`src/rtl/vag_pkg.sv`:
```
`timescale 1ns/1ps
package vag_pkg;
  localparam int          EXT_N     = 3;
  localparam logic [7:0]  IO_LOWVEC = 8'h33;
  localparam logic [7:0]  IO_CTRL   = 8'h34;
  localparam logic [2:0]  CTRL_RST  = 3'b001;

  // Fixed five-bit code for source index src (src >= 1); even, word aligned.
  function automatic logic [4:0] src_code(input int unsigned src);
    return 5'((src - 1) * 2);
  endfunction

  // Low byte of the table address for a given winner.
  function automatic logic [7:0] low_byte(input logic [2:0] lv,
                                          input int unsigned src,
                                          input logic [7:0] busv);
    return (src == 0) ? busv : {lv, src_code(src)};
  endfunction
endpackage

```
`src/rtl/vag_regs.sv`:
```
`timescale 1ns/1ps
module vag_regs
  import vag_pkg::*;
(
  input  logic       clk,
  input  logic       rst_n,
  input  logic       page_wr,
  input  logic [7:0] page_wdata,
  input  logic [7:0] io_addr,
  input  logic       io_wr,
  input  logic       io_rd,
  input  logic [7:0] io_wdata,
  output logic [7:0] page_q,
  output logic [2:0] lv_q,
  output logic [EXT_N-1:0] ext_en_q,
  output logic [7:0] io_rdata
);
  logic wr_lowvec, wr_ctrl;
  assign wr_lowvec = io_wr && (io_addr == IO_LOWVEC);
  assign wr_ctrl   = io_wr && (io_addr == IO_CTRL);

  always_ff @(posedge clk) begin
    if (!rst_n) begin
      page_q   <= '0;
      lv_q     <= '0;
      ext_en_q <= CTRL_RST;
    end else begin
      if (page_wr)   page_q   <= page_wdata;
      if (wr_lowvec) lv_q     <= io_wdata[7:5];
      if (wr_ctrl)   ext_en_q <= io_wdata[EXT_N-1:0];
    end
  end

  always_comb begin
    io_rdata = '0;
    if (io_rd) begin
      case (io_addr)
        IO_LOWVEC: io_rdata = {lv_q, 5'b0};
        IO_CTRL:   io_rdata = {{(8-EXT_N){1'b0}}, ext_en_q};
        default:   io_rdata = '0;
      endcase
    end
  end
endmodule

```
`src/rtl/vag_arbiter.sv`:
```
`timescale 1ns/1ps
module vag_arbiter #(
  parameter int NSRC = 7,
  localparam int IW  = (NSRC > 1) ? $clog2(NSRC) : 1
) (
  input  logic [NSRC-1:0] req,
  output logic            any,
  output logic [IW-1:0]   win_idx,
  output logic [NSRC-1:0] win_oh
);
  // Lowest index has highest priority: scan downward, last hit wins.
  always_comb begin
    win_idx = '0;
    win_oh  = '0;
    for (int i = NSRC - 1; i >= 0; i--) begin
      if (req[i]) begin
        win_idx   = IW'(i);
        win_oh    = '0;
        win_oh[i] = 1'b1;
      end
    end
  end
  assign any = |req;
endmodule

```
`src/rtl/vag_addr_out.sv`:
```
`timescale 1ns/1ps
module vag_addr_out
  import vag_pkg::*;
#(
  parameter int NSRC = 7,
  localparam int IW  = (NSRC > 1) ? $clog2(NSRC) : 1
) (
  input  logic            clk,
  input  logic            rst_n,
  input  logic            fire,
  input  logic [7:0]      page,
  input  logic [2:0]      lv,
  input  logic [IW-1:0]   win_idx,
  input  logic [NSRC-1:0] win_oh,
  input  logic [7:0]      bus_vec,
  output logic [15:0]     vec_addr,
  output logic            vec_valid,
  output logic [NSRC-1:0] ack_oh
);
  logic [7:0] lo_next;
  assign lo_next = low_byte(lv, 32'(win_idx), bus_vec);

  always_ff @(posedge clk) begin
    if (!rst_n) begin
      vec_addr  <= '0;
      vec_valid <= 1'b0;
      ack_oh    <= '0;
    end else begin
      vec_valid <= fire;
      ack_oh    <= fire ? win_oh : '0;
      if (fire) vec_addr <= {page, lo_next};
    end
  end
endmodule

```
`src/rtl/vec_addr_gen.sv`:
```
`timescale 1ns/1ps
module vec_addr_gen
  import vag_pkg::*;
#(
  parameter int N_INT = 4
) (
  input  logic             clk,
  input  logic             rst_n,
  input  logic             page_wr,
  input  logic [7:0]       page_wdata,
  output logic [7:0]       page_rdata,
  input  logic [7:0]       io_addr,
  input  logic             io_wr,
  input  logic             io_rd,
  input  logic [7:0]       io_wdata,
  output logic [7:0]       io_rdata,
  input  logic             gie,
  input  logic [2:0]       irq_ext,
  input  logic [N_INT-1:0] irq_int,
  output logic             int_req,
  input  logic             ack_req,
  input  logic [7:0]       bus_vec,
  output logic [15:0]      vec_addr,
  output logic             vec_valid,
  output logic [2:0]       src_ack_ext,
  output logic [N_INT-1:0] src_ack_int
);
  localparam int NSRC = EXT_N + N_INT;
  localparam int IW   = (NSRC > 1) ? $clog2(NSRC) : 1;

  // Named internal events for the checker.
  logic [7:0]      page_q;
  logic [2:0]      lv_q;
  logic [EXT_N-1:0] ext_en_q;
  logic [NSRC-1:0] req_masked;
  logic [NSRC-1:0] win_oh;
  logic [IW-1:0]   win_idx;
  logic            any_req;
  logic            ack_fire;
  logic [NSRC-1:0] ack_oh;

  vag_regs u_regs (
    .clk, .rst_n, .page_wr, .page_wdata, .io_addr, .io_wr, .io_rd, .io_wdata,
    .page_q, .lv_q, .ext_en_q, .io_rdata
  );

  for (genvar e = 0; e < EXT_N; e++) begin : g_ext
    assign req_masked[e] = gie && ext_en_q[e] && irq_ext[e];
  end
  for (genvar k = 0; k < N_INT; k++) begin : g_int
    assign req_masked[EXT_N+k] = gie && irq_int[k];
  end

  vag_arbiter #(.NSRC(NSRC)) u_arb (
    .req(req_masked), .any(any_req), .win_idx, .win_oh
  );

  assign ack_fire = ack_req && any_req;

  vag_addr_out #(.NSRC(NSRC)) u_out (
    .clk, .rst_n, .fire(ack_fire), .page(page_q), .lv(lv_q),
    .win_idx, .win_oh, .bus_vec, .vec_addr, .vec_valid, .ack_oh
  );

  assign page_rdata  = page_q;
  assign int_req     = any_req;
  assign src_ack_ext = ack_oh[EXT_N-1:0];
  assign src_ack_int = ack_oh[NSRC-1:EXT_N];
endmodule

```
`config.mk`:
```
export PLATFORM = sky130hd
export DESIGN_NAME = vec_addr_gen
export DESIGN_NICKNAME = d
export VERILOG_FILES = /design/src/rtl/vag_pkg.sv /design/src/rtl/vag_regs.sv /design/src/rtl/vag_arbiter.sv /design/src/rtl/vag_addr_out.sv /design/src/rtl/vec_addr_gen.sv
export SDC_FILE = /design/constraint.sdc
export NUM_CORES = 1
export LEC_CHECK = 0
export CORE_MARGIN = 8
export CORE_UTILIZATION = 42
export DETAILED_ROUTE_END_ITERATION = 10
export GPL_ROUTABILITY_DRIVEN = 0
export HOLD_SLACK_MARGIN = 0.08
export PLACE_DENSITY = 0.89
export SETUP_SLACK_MARGIN = 0.05
export SKIP_LAST_GASP = 1
export SYNTH_ARGS = -nofsm -noshare
export SYNTH_HDL_FRONTEND = slang
export SYNTH_SLANG_ARGS = --single-unit
```
`constraint.sdc`:
```
create_clock -name clk -period 3.51 [get_ports clk]
set_clock_uncertainty 0.1 [all_clocks]
set_input_delay 0.351 -clock clk [delete_from_list [all_inputs] [get_ports clk]]
set_output_delay 0.351 -clock clk [all_outputs]
set_load 0.005 [all_outputs]
```
==> results.py, run 1 <==
metrics = {
    "status": {
        "status": "finished clean",
    },
    "routing": {
        "finalWirelength_mm": 4.73,
        "antenna_violating_nets_post_route": 0,
        "routedWlPerCell_microns": 14.9,
        "detailroute.via_count": 1601,
        "drcViolationCount": 0,
        "first_iteration_detailed_routing_drc_count": 97,
        "avgViaCountPerCell": 5.05,
        "detailedRoute.firstPassIterationCount": 4,
    },
    "pwr": {
        "ir_worst_vdd_uv": 318,
        "power.density_cell_area_mw_per_mm2": 372,
        "overall_power_after_layout_mw": 0.985,
        "p_leak_nw": 1.05,
    },
    "setup_path": {
        "critical_path.slowest_cell": "sky130_fd_sc_hd__clkdlybuf4s50_1",
        "cpMostUsedCell": "sky130_fd_sc_hd__clkdlybuf4s50_1",
        "cp_endpoint_kind": "output pin",
        "critical_path.n_buffers_inverters": 2,
        "slowest_delay_ns": 0.50,
        "ff2ff_setup_slack_ns": 1.38,
        "critical_path.max_fanout": 3,
        "worstSetupStartpointType": "primary input",
        "path_depth": 6,
        "worst_r2r_start": "u_regs.ext_en_q[2]$_SDFFE_PN0P_",
        "crit_path_cell_trace": "clkdlybuf4s50_1, and4bb_2, nand3b_1, nor2b_1, and2_1, clkdlybuf4s50_1",
        "worst-endpoint-required_ns": 3.06,
        "timing_worst_setup_path_type": "in -> out",
        "critical_path.reg2reg.endpoint": "u_out.vec_addr[4]$_SDFFE_PN0N_",
        "path_delay_family": "buffers and inverters",
        "reg2reg_depth": 8,
        "cp.arrival_ns": 2.00,
    },
    "clock_network": {
        "clock_insertion_delay_worst_skew_ns": 0.28,
        "cts_post_setup_buffers_inserted": 0,
        "htree_num_levels": 2,
        "cts.reportedPaths.clkPinSlew_ns": 0.07,
        "post_cts_hold_buffer_count": 0,
        "cts-root-to-sink-buffers": 2,
        "cts_made_buffers": 5,
        "clock_tree_from_tritoncts": "yes",
        "cts_resized": 0,
        "clock_sinks": 38,
        "cts.root.buffer_cell": "sky130_fd_sc_hd__clkbuf_8",
    },
    "floorplan": {
        "row_count": 23,
        "top_level_ports": 87,
        "chipHeight_microns": 79.7,
        "die_width_microns": 79.7,
        "floorplan.initialDensity_pct": 43.3,
        "coreArea_sq_mm": 0.00394,
        "design.die.area_sq_mm": 0.00636,
    },
    "synth": {
        "async_reset_ff_share_pct": 0,
        "post_synth.cell_area_avg_sq_um": 9.07,
        "share_of_the_synthesized_area_in_the_top_cell_type_pct": 44.6,
        "post-synth-top-count-cell": "sky130_fd_sc_hd__dfxtp_1",
        "synth-edff-count": 0,
        "yosysUniqueCellTypes": 41,
        "netlist_top_cells_area": "sky130_fd_sc_hd__dfxtp_1, sky130_fd_sc_hd__mux2i_1, sky130_fd_sc_hd__nand2_1",
        "ys_warn_count": 0,
        "synthFlopType": "sky130_fd_sc_hd__dfxtp_1",
        "cells_after_synthesis": 188,
        "syn-cell-area_sq_mm": 0.00171,
        "ys_top_cells_by_count": "sky130_fd_sc_hd__dfxtp_1, sky130_fd_sc_hd__nand2_1, sky130_fd_sc_hd__nand3_1, sky130_fd_sc_hd__o21ai_0, sky130_fd_sc_hd__mux2i_1",
        "yosys_register_bits": 38,
        "synth_top_area_cell": "sky130_fd_sc_hd__dfxtp_1",
        "synth.yosys.seq_area_share_pct": 44.6,
    },
    "global_routing": {
        "grt.overflow.total": 0,
        "antenna_found_initial": 0,
        "largest_net_degree_at_the_start_of_global_routing": 40,
        "globalRouteTotalUtil_pct": 14.3,
        "wire_length_of_the_first_global_routing_pass_mm": 7.20,
        "first_global_vias": 1519,
    },
    "timing": {
        "worst_slew_pin_slew_ns": 0.787,
        "fmaxAchievable_ghz": 0.409,
        "final_critical_path_share_of_the_clock_period_pct": 69.7,
        "fin_setup_tns_ns": 0,
        "hold_violations_final": 0,
        "report.final.slew_viol_count": 0,
        "relSlewSlack_pct": 47.5,
        "post_layout_min_period_ns": 2.45,
        "setup_viols_final": 0,
        "rsz0062_at_grt": "false",
    },
    "layout": {
        "num-fill-cells": 309,
        "insertedDiodeCount": 0,
        "multi_input_comb_area_sq_um": 871,
        "syn2layout_area_growth_pct": 55.2,
        "seq_area_sq_um": 761,
        "layout.nets": 316,
        "layout-drive-gt1-share_pct": 5.62,
    },
    "min_path": {
        "hp-class": "reg -> reg",
        "hold_start": "u_out.vec_addr[15]$_SDFFE_PN0N_",
        "hold_path_endpoint": "u_out.vec_addr[15]$_SDFFE_PN0N_",
        "worst_hold_depth": 2,
    },
    "placed_design": {
        "place.port_buffers": 82,
        "place.detailed.hpwl_mm": 3.65,
    },
    "run": {
        "timing.max_cap.violations": 0,
    },
}
-- cell type report --
class                           instances  share of cell area, %
Multi-Input combinational cell        136                   32.9
Timing Repair Buffer                   83                   31.3
Sequential cell                        38                   28.7
Clock buffer                            6                   3.12
Tap cell                               50                   2.36
Clock inverter                          1                   1.13
Inverter                                3                  0.426
-- worst min-delay path, stage by stage (launching register included) --
cell	delay, ns
sky130_fd_sc_hd__dfxtp_1	0.31
sky130_fd_sc_hd__nand2_1	0.05
sky130_fd_sc_hd__o21ai_1	0.05
-- cell families (layout without fill, tap and decap cells) --
group / Yosys count / count (layout) / share of synthesized area (%)
compound gates: 33 / 33 / 14.5
other cells: 1 / 2 / 0.220
fa+ha+maj: 3 / 3 / 2.20
mux: 12 / 12 / 7.04
buf+inv: 15 / 93 / 4.55
simple gates: 86 / 86 / 26.9
flops: 38 / 38 / 44.6
-- worst max-delay path by stage --
stage	startpoint	end	slack [ns]
6_report	io_addr[7]	io_rdata[0]	1.06
3_3_place_gp	gie	u_out.vec_addr[4]$_SDFFE_PN0N_	0.86
5_1_grt	io_addr[3]	io_rdata[0]	0.93
4_1_cts	irq_int[1]	int_req	1.05
2_1_floorplan	irq_int[2]	u_out.vec_addr[4]$_SDFFE_PN0N_	1.53
3_5_place_dp	irq_int[2]	u_out.vec_addr[4]$_SDFFE_PN0N_	0.81
-- layer usage --
layer / part of all wire [%] / track usage (%) / vias up
li1: - / - / 805
met1: 39 / 14.8 / 735
met2: 52 / 25.3 / 56
met3: 9.1 / 6.53 / 5
met4: 0.85 / 3.89 / 0
met5: 0 / 0 / -
-- state kept, by name, summed over array words and instances (netlist names) --
name and flops:
u_out.ack_oh 7, u_out.vec_addr 16, u_out.vec_valid 1, u_regs.ext_en_q 3
u_regs.lv_q 3, u_regs.page_q 8
-- stage by stage --
step                      instances  utilization, %  setup WS [ns]  instance area, sq um  hold slack, ns
after global routing            317            67.1          0.926                  2650           0.364
after CTS                       317            67.1           1.05                  2650           0.351
final                           317            67.1           1.06                  2650           0.345
after detailed placement        310            64.3          0.805                  2530           0.341
after floorplan                 189               -           1.53                  1710           0.345
after global placement          310            64.3          0.856                  2530           0.334
-- cell usage in the layout, fill, tap and decap left out, drive strengths merged, types with 5 or more instances in the layout --
cell type       n
o21ai          16
mux2i          12
clkdlybuf4s50  82
and2            9
nor2b          11
nand3          18
nand2          31
o211a           5
clkbuf          6
dfxtp          38
-- power by group --
part | total [mW] | internal (mW) | switching [mW] | leakage (nW)
Sequential | 0.455 | 0.446 | 0.00876 | 0.310
Combinational | 0.156 | 0.0949 | 0.0614 | 0.687
Clock | 0.374 | 0.227 | 0.147 | 0.0573
Total | 0.985 | 0.768 | 0.217 | 1.05
Note: power is estimated with default switching activity, not from simulation.
==> inputs of run 2 (changes only) <==
--- a/config.mk
+++ b/config.mk
@@ -6,11 +6,11 @@
 export NUM_CORES = 1
 export LEC_CHECK = 0
 export CORE_MARGIN = 8
-export CORE_UTILIZATION = 42
+export CORE_UTILIZATION = 39
 export DETAILED_ROUTE_END_ITERATION = 10
 export GPL_ROUTABILITY_DRIVEN = 0
 export HOLD_SLACK_MARGIN = 0.08
-export PLACE_DENSITY = 0.89
+export PLACE_DENSITY = 0.84
 export SETUP_SLACK_MARGIN = 0.05
 export SKIP_LAST_GASP = 1
 export SYNTH_ARGS = -nofsm -noshare
==> constraint.sdc (replaced) <==
create_clock -name clk -period 2.32 [get_ports clk]
set_clock_uncertainty 0.1 [all_clocks]
set_input_delay 0.232 -clock clk [delete_from_list [all_inputs] [get_ports clk]]
set_output_delay 0.232 -clock clk [all_outputs]
set_load 0.005 [all_outputs]
==> results.py, run 2 (synthesized netlist as in run 1, its figures left out) <==
metrics = {
    "status": {
        "status": "finished clean",
    },
    "setup_path": {
        "cp_endpoint_kind": "output pin",
        "worstSetupStartpointType": "primary input",
        "worst_r2r_start": "u_regs.ext_en_q[2]$_SDFFE_PN0P_",
        "cp.arrival_ns": 1.88,
        "critical_path.max_fanout": 3,
        "worst-endpoint-required_ns": 1.99,
        "ff2ff_setup_slack_ns": 0.42,
        "timing.critical_path.from": "io_addr[7]",
        "cp-endpoint": "io_rdata[7]",
        "timing_worst_setup_path_type": "in -> out",
        "critical_path.reg2reg.endpoint": "u_out.vec_addr[6]$_SDFFE_PN0N_",
        "reg2reg_depth": 9,
    },
    "layout": {
        "flip_flop_count_of_the_largest_register_all_copies_and_words_added": 16,
        "insertedDiodeCount": 0,
        "syn2layout_area_growth_pct": 63.3,
        "layout.cells.non_filler": 337,
        "largest-register": "u_out.vec_addr",
        "layout-drive-gt1-share_pct": 11.6,
        "layout.nets": 333,
        "most_common_cell_after_layout_fill_and_taps_aside": "sky130_fd_sc_hd__clkdlybuf4s50_1",
        "biggestRegsByFlops": "u_out.vec_addr: 16 flops, u_regs.page_q: 8 flops, u_out.ack_oh: 7 flops",
        "commonest_cells_after_routing_fill_and_taps_aside": "sky130_fd_sc_hd__clkdlybuf4s50_1, sky130_fd_sc_hd__dfxtp_1, sky130_fd_sc_hd__nand2_1",
    },
    "global_routing": {
        "first_global_vias": 1611,
        "wire_length_of_the_first_global_routing_pass_mm": 7.73,
        "grt.overflow.total": 0,
        "largest_net_degree_at_the_start_of_global_routing": 47,
        "antenna_found_initial": 0,
        "globalRouteTotalUtil_pct": 14.5,
    },
    "routing": {
        "routedWlPerCell_microns": 14.4,
        "drcViolationCount": 0,
        "first_iteration_detailed_routing_drc_count": 110,
        "avgViaCountPerCell": 4.83,
        "antenna_violating_nets_post_route": 0,
        "detailedRoute.firstPassIterationCount": 4,
        "finalWirelength_mm": 4.85,
        "detailroute.via_count": 1629,
    },
    "floorplan": {
        "chipHeight_microns": 82.1,
        "top_level_ports": 87,
        "die_width_microns": 82.1,
        "row_count": 24,
        "coreArea_sq_mm": 0.00429,
        "design.die.area_sq_mm": 0.00674,
        "floorplan.initialDensity_pct": 39.7,
    },
    "clock_network": {
        "cts.reportedPaths.clkPinSlew_ns": 0.07,
        "clock_sinks": 38,
        "cts.root.buffer_cell": "sky130_fd_sc_hd__clkbuf_8",
        "cts_made_buffers": 5,
        "clock_tree_from_tritoncts": "yes",
        "htree_num_levels": 2,
        "cts-root-to-sink-buffers": 2,
        "post_cts_hold_buffer_count": 0,
        "clock_insertion_delay_worst_skew_ns": 0.28,
    },
    "timing": {
        "setup_viols_final": 0,
        "rsz0062_at_grt": "false",
        "fin_setup_tns_ns": 0,
        "post_layout_min_period_ns": 2.22,
        "fmaxAchievable_ghz": 0.451,
        "report.final.slew_viol_count": 0,
        "final_critical_path_share_of_the_clock_period_pct": 95.5,
        "worst_slew_pin_slew_ns": 0.498,
        "hold_violations_final": 0,
        "relSlewSlack_pct": 66.7,
    },
    "placed_design": {
        "place.detailed.hpwl_mm": 3.78,
        "post_place_cells": 325,
        "place.port_buffers": 82,
    },
    "pwr": {
        "ir_worst_vdd_uv": 351,
        "p_leak_nw": 1.21,
        "power.density_cell_area_mw_per_mm2": 533,
    },
    "min_path": {
        "hp-class": "reg -> reg",
    },
    "run": {
        "timing.max_cap.violations": 0,
    },
}
==> run 2: changes by cell type in the layout (fill, tap and decap cells not counted), sizes merged <==
cell,delta
dlymetal6s2s,+4
clkdlybuf4s50,-4
clkbuf,+1
buf,+17
==> run 2: area by class of cell <==
cell class	instances	area, sq um
clock buffer	7	76.3
clock inverter	1	30.0
fill	392	1510
inverter	3	11.3
multi-input combinational	136	876
sequential	38	761
tap	52	65.1
timing repair buffer	100	966
==> run 2: power breakdown <==
part / total (mW) / switching [mW] / leakage (nW) / internal, mW
clock: 0.545 / 0.223 / 0.0524 / 0.322
sequential: 0.687 / 0.0129 / 0.310 / 0.675
combinational: 0.253 / 0.0951 / 0.846 / 0.158
total: 1.49 / 0.331 / 1.21 / 1.15
==> run 2: worst min-delay path by stage <==
stage                                    startpoint                               to  slack (ns)  cells after the start
global route        u_out.vec_addr[15]$_SDFFE_PN0N_  u_out.vec_addr[15]$_SDFFE_PN0N_        0.38                      2
detailed placement  u_out.vec_addr[15]$_SDFFE_PN0N_  u_out.vec_addr[15]$_SDFFE_PN0N_        0.35                      2
floorplan                                irq_int[1]       u_out.ack_oh[4]$_SDFF_PP0_        0.25                      1
finish              u_out.vec_addr[15]$_SDFFE_PN0N_  u_out.vec_addr[15]$_SDFFE_PN0N_        0.35                      2
global placement    u_out.vec_addr[15]$_SDFFE_PN0N_  u_out.vec_addr[15]$_SDFFE_PN0N_        0.34                      2
CTS                 u_out.vec_addr[15]$_SDFFE_PN0N_  u_out.vec_addr[15]$_SDFFE_PN0N_        0.36                      2
==> run 2: metrics by stage <==
| stage | instance area (sq um) | hold slack, ns | power, mW | util (%) | worst slack [ns] |
|---|---|---|---|---|---|
| 2_1_floorplan | 1710 | 0.254 | 0.800 | - | 0.385 |
| 3_3_place_gp | 2630 | 0.335 | 0.950 | 61.3 | -0.00543 |
| 3_5_place_dp | 2630 | 0.345 | 0.955 | 61.3 | -0.0271 |
| 4_1_cts | 2740 | 0.356 | 1.50 | 63.8 | 0.0993 |
| 5_1_grt | 2790 | 0.381 | 1.57 | 64.9 | 0.0288 |
| 6_report | 2790 | 0.354 | 1.49 | 64.9 | 0.104 |
==> run 2: what timing repair did <==
action | 4_1_cts | 5_1_grt
endpoints found under the setup margin | 0 | 6
hold endpoints to repair | 0 | 0
gates resized for setup | 0 | 6
setup buffers | 0 | 4
==> run 2: worst max-delay path, cell delays in order <==
cell and delay (ns):
sky130_fd_sc_hd__clkdlybuf4s50_1 0.40, sky130_fd_sc_hd__and4bb_2 0.32, sky130_fd_sc_hd__nand3b_1 0.13, sky130_fd_sc_hd__nor2b_2 0.14
sky130_fd_sc_hd__and2_1 0.14, sky130_fd_sc_hd__clkdlybuf4s50_1 0.52
==> run 2: routing by layer <==
layer / wire [microns] / vias to the layer above / share of wire (%) / global-route usage (%)
li1: - / 842 / - / -
met1: 2010 / 734 / 41 / 17.0
met2: 2380 / 49 / 49 / 24.3
met3: 434 / 4 / 8.9 / 5.84
met4: 27 / 0 / 0.56 / 3.68
met5: 0 / - / 0 / 0
